`src/rtl/mdio_resp.sv`:
```
module mdio_resp #(
  parameter int DW      = 16,
  parameter int AW      = 5,
  parameter int PRE_LEN = 32
) (
  input  logic          mdc,
  input  logic          rst_n,
  input  logic [AW-1:0] phy_strap,
  input  logic          mdio_i,
  output logic          mdio_o,
  output logic          mdio_oe,
  output logic [AW-1:0] reg_addr,
  output logic [DW-1:0] reg_wdata,
  output logic          reg_we,
  input  logic [DW-1:0] reg_rdata
);
  localparam int PW = $clog2(PRE_LEN + 1);
  localparam int CW = $clog2((DW > 2 * AW) ? DW : 2 * AW);

  typedef enum logic [2:0] {S_PRE, S_ST, S_OP, S_ADR, S_TA, S_DAT} st_t;

  st_t           st;
  logic [PW-1:0] ones;
  logic [CW-1:0] cnt;
  logic [DW-1:0] sh;
  logic          rd;

  wire              pre_ok = (ones == PW'(PRE_LEN));
  wire [2*AW-1:0]   adr    = {sh[2*AW-2:0], mdio_i};
  wire [DW-1:0]     sh_in  = {sh[DW-2:0], mdio_i};

  always_ff @(posedge mdc or negedge rst_n) begin
    if (!rst_n) begin
      st        <= S_PRE;
      ones      <= '0;
      cnt       <= '0;
      sh        <= '0;
      rd        <= 1'b0;
      mdio_o    <= 1'b0;
      mdio_oe   <= 1'b0;
      reg_addr  <= '0;
      reg_wdata <= '0;
      reg_we    <= 1'b0;
    end else begin
      reg_we <= 1'b0;
      case (st)
        S_PRE: begin
          if (mdio_i) begin
            if (!pre_ok) ones <= ones + 1'b1;
          end else if (pre_ok) begin
            st <= S_ST;
          end else begin
            ones <= '0;
          end
        end
        S_ST: begin
          ones <= '0;
          cnt  <= '0;
          st   <= mdio_i ? S_OP : S_PRE;
        end
        S_OP: begin
          sh  <= sh_in;
          cnt <= cnt + 1'b1;
          if (cnt == CW'(1)) begin
            cnt <= '0;
            if (sh[0] != mdio_i) begin
              rd <= sh[0];
              st <= S_ADR;
            end else begin
              st <= S_PRE;
            end
          end
        end
        S_ADR: begin
          sh  <= sh_in;
          cnt <= cnt + 1'b1;
          if (cnt == CW'(2 * AW - 1)) begin
            cnt <= '0;
            if (adr[2*AW-1:AW] == phy_strap) begin
              reg_addr <= adr[AW-1:0];
              st       <= S_TA;
            end else begin
              st <= S_PRE;
            end
          end
        end
        S_TA: begin
          cnt <= cnt + 1'b1;
          if (cnt == '0) begin
            if (rd) begin
              mdio_oe <= 1'b1;
              mdio_o  <= 1'b0;
              sh      <= reg_rdata;
            end else if (!mdio_i) begin
              st <= S_PRE;
            end
          end else begin
            cnt <= '0;
            if (rd) begin
              mdio_o <= sh[DW-1];
              sh     <= sh << 1;
              st     <= S_DAT;
            end else begin
              st <= mdio_i ? S_PRE : S_DAT;
            end
          end
        end
        S_DAT: begin
          cnt <= cnt + 1'b1;
          if (rd) begin
            mdio_o <= sh[DW-1];
            sh     <= sh << 1;
          end else begin
            sh <= sh_in;
          end
          if (cnt == CW'(DW - 1)) begin
            cnt <= '0;
            st  <= S_PRE;
            if (rd) begin
              mdio_oe <= 1'b0;
              mdio_o  <= 1'b0;
            end else begin
              reg_we    <= 1'b1;
              reg_wdata <= sh_in;
            end
          end
        end
        default: st <= S_PRE;
      endcase
    end
  end
endmodule

```
`config.mk`:
```
export PLATFORM = sky130hd
export DESIGN_NAME = mdio_resp
export DESIGN_NICKNAME = d
export VERILOG_FILES = /design/src/rtl/mdio_resp.sv
export SDC_FILE = /design/constraint.sdc
export NUM_CORES = 1
export LEC_CHECK = 0
export CAP_MARGIN = 20
export CELL_PAD_IN_SITES_DETAIL_PLACEMENT = 1
export CELL_PAD_IN_SITES_GLOBAL_PLACEMENT = 2
export CORE_UTILIZATION = 36
export DETAILED_ROUTE_END_ITERATION = 8
export DONT_BUFFER_PORTS = 1
export GPL_TIMING_DRIVEN = 1
export PLACE_DENSITY = 0.75
export SLEW_MARGIN = 20
export SYNTH_ARGS = -nofsm -noshare
export SYNTH_HDL_FRONTEND = slang
export SYNTH_SLANG_ARGS = --single-unit
```
`constraint.sdc`:
```
create_clock -name mdc -period 1.96 [get_ports mdc]
set_input_delay 0.098 -clock mdc [delete_from_list [all_inputs] [get_ports mdc]]
set_output_delay 0.098 -clock mdc [all_outputs]
set_load 0.1 [all_outputs]
```
==> results.ini <==
[outcome]
status = finished with violations
violations = negative hold slack, negative setup slack

[drt]
detail-route-antenna-nets = 0
dr_total_vias = 2078
wire_per_inst_um = 17.4
routed_via_density = 5.08
wirelength_mm = 7.14
drt-pass1-iter-count = 4
drc = 0
drtIter0Drc = 54

[layout]
layout_common_cells = buf_4, dfrtp_1, nor2_1, a21oi_1, mux2_2
seq_area_um2 = 1350
final_common_cell = buf_4
area_growth_pct = 32.3
multi_input_area_um2 = 1290
fin_util_pct = 50.5
fin_nets = 342
drive_above_1_share_pct = 36.1
fin_area_um2 = 3520
finalNonFillerCells = 409
num-fill-cells = 784
diodes = 0

[grt]
gr-total-overflow = 0
grt_pass1_vias = 2292
grt_max_degree = 55
antenna_found_initial = 0
grt_util_all_layers_pct = 20.1
grt_pass1_wl_mm = 11.8

[power_and_ir_drop]
p_sw_mw = 1.57
comb_power_share_pct = 44.1
p_int_mw = 2.43
p_leak_nw = 1.62
switching_share_pct = 39.2
seq_power_share_pct = 40.2
ir_drop_v = 0.000567
p_total_mw = 4.00
p_per_area_nw_per_um2 = 1130
clock_power_share_pct = 15.8

[clocking]
cts_sinks = 54
clock_path_buffers = 2
cts-root-buf = clkbuf_8
clock_latency_ns = 0.31
cts_tree = yes
cts.clk_slew.worst_paths_ns = 0.10
cts_buffers = 5
cts_max_level = 2

[placement]
dp_hpwl_mm = 4.68
placed_area_um2 = 3130
place_congestion = 0.800
dpl_worst_slack_ns = -0.135
io_buffer_count = 0
dpl.cell_count = 379

[sta]
setup_violations = 18
final.period_utilization_pct = 112
rsz0062_at_grt = true
max_freq_mhz = 455
fin_crit_ns = 2.20
fin_worst_skew_ns = 0.00798
setup_ws_ns = -0.237
maxSlewViolCount = 0
whs_ns = -0.00789
hold_viol = 1
tightest_slew_ns = 0.495
setup_tns_ns = -1.72
slew-limit-headroom_pct = 66.5

[synthesis]
synth_top_area_cell = dfrtp_1
yosysWarnings = 0
synth_area_leaders = dfrtp_1, mux2_2, mux2i_1
post_synth.cell_area_avg_um2 = 10.8
synth_top_area_share_pct = 50.7
synth_edf_count = 0
synthCells = 246
syn_nets = 275
yosysSeqAreaShare_pct = 50.7
ys_ff_latch = 54
async_flop_share_pct = 100
ys.flop_type = dfrtp_1
synth_cell_types = 44
netlist_area_um2 = 2660

[min_path]
holdPathEnd = sh[2]
hold_path_class = input pin to register
hp-start = reg_rdata[2]
whs_path_depth = 2

[floorplanning]
die_h_um = 88.0
initial_core_util_pct = 38.2
core_um2 = 6980
row_count = 30
dieArea_um2 = 7750
die_w_um = 88.0
io_pins = 48

[worst_setup_path]
end_kind = register
worst_ep_required_time_ns = 2.16
critPathLaunchType = register
crit_arrival_ns = 2.40
reg2reg_setup_slack_ns = -0.24
worst-r2r-cell-count = 7
crit_fanout = 2
crit_type = register to register
r2r_end = sh[11]
r2r_start = cnt[0]

[flow_run]
cap_violations = 0

-- synth_stat cells (5+ instances only) --
cell type	number
mux2_2	23
nand2_1	10
o21ai_0	8
xnor2_1	7
ha_1	5
nand3_1	8
nand2b_1	5
a21oi_1	21
dfrtp_1	54
inv_1	11
clkbuf_1	11
nor2_1	22
mux2i_1	15
-- flip-flops by register name, summed over array words and instances (netlist names) --
register and cells:
reg_we 1, st 3, ones 6, mdio_o 1
reg_addr 5, sh 16, rd 1, mdio_oe 1
reg_wdata 16, cnt 4
-- power by group through the flow --
| stage | sequential [mW] | combinational, mW | clock, mW |
|---|---|---|---|
| floorplan | 1.56 | 0.940 | 0 |
| detailed placement | 1.62 | 1.49 | 0 |
| global placement | 1.61 | 1.43 | 0 |
| finish | 1.61 | 1.76 | 0.631 |
| global route | 1.65 | 1.92 | 0.687 |
| CTS | 1.60 | 1.66 | 0.651 |
-- critical path: stages, from the launching register on --
cell	delay (ns)
dfrtp_1	0.41
inv_1	0.07
ha_1	0.15
or3b_4	0.40
nor4b_4	0.31
buf_4	0.17
mux2_4	0.31
mux2_4	0.26
-- layout make-up --
cell class                 instances  share of cell area, %
sequential                        54                   38.4
multi-input combinational        166                   36.5
timing repair buffer              75                   18.2
tap                               96                   3.41
clock buffer                       5                   1.95
inverter                          11                   1.17
clock inverter                     2                  0.390
-- timing repair --
item,CTS,global route
pin swaps,7,4
setup endpoints to repair,17,28
gates resized for setup,11,13
hold endpoints to repair,64,1
cloned,1,0
hold buffers,12,1
buffers inserted,4,5
-- cells by family after synthesis --
group	Yosys count	share of synthesized area, %
AOI/OAI and AO/OA	50	11.7
xor gates and xnor gates	9	2.96
adders and majority gates	5	2.35
buffers and inverters	26	4.18
DFF	54	50.7
muxes	40	16.2
and+or+nand+nor	62	11.8
-- worst max-delay path by stage --
| stage | startpoint | to | slack (ns) | depth (start not counted) |
|---|---|---|---|---|
| 5_1_grt | cnt[0] | sh[11] | -0.27 | 7 |
| 6_report | cnt[0] | sh[11] | -0.24 | 7 |
| 2_1_floorplan | cnt[0] | sh[11] | -0.17 | 7 |
| 3_3_place_gp | cnt[1] | sh[4] | -0.07 | 7 |
| 3_5_place_dp | cnt[1] | sh[12] | -0.13 | 7 |
| 4_1_cts | ones[2] | st[2] | -0.10 | 4 |
-- layer usage --
metal | vias to the layer above | part of all wire, % | GRT usage, %
met2 | 33 | 51 | 36.5
li1 | 988 | - | -
met4 | 0 | 1.1 | 4.55
met5 | - | 0 | 0
met3 | 9 | 2.9 | 3.49
met1 | 1048 | 45 | 25.0
No activity file was read; power rests on OpenSTA's default activity.
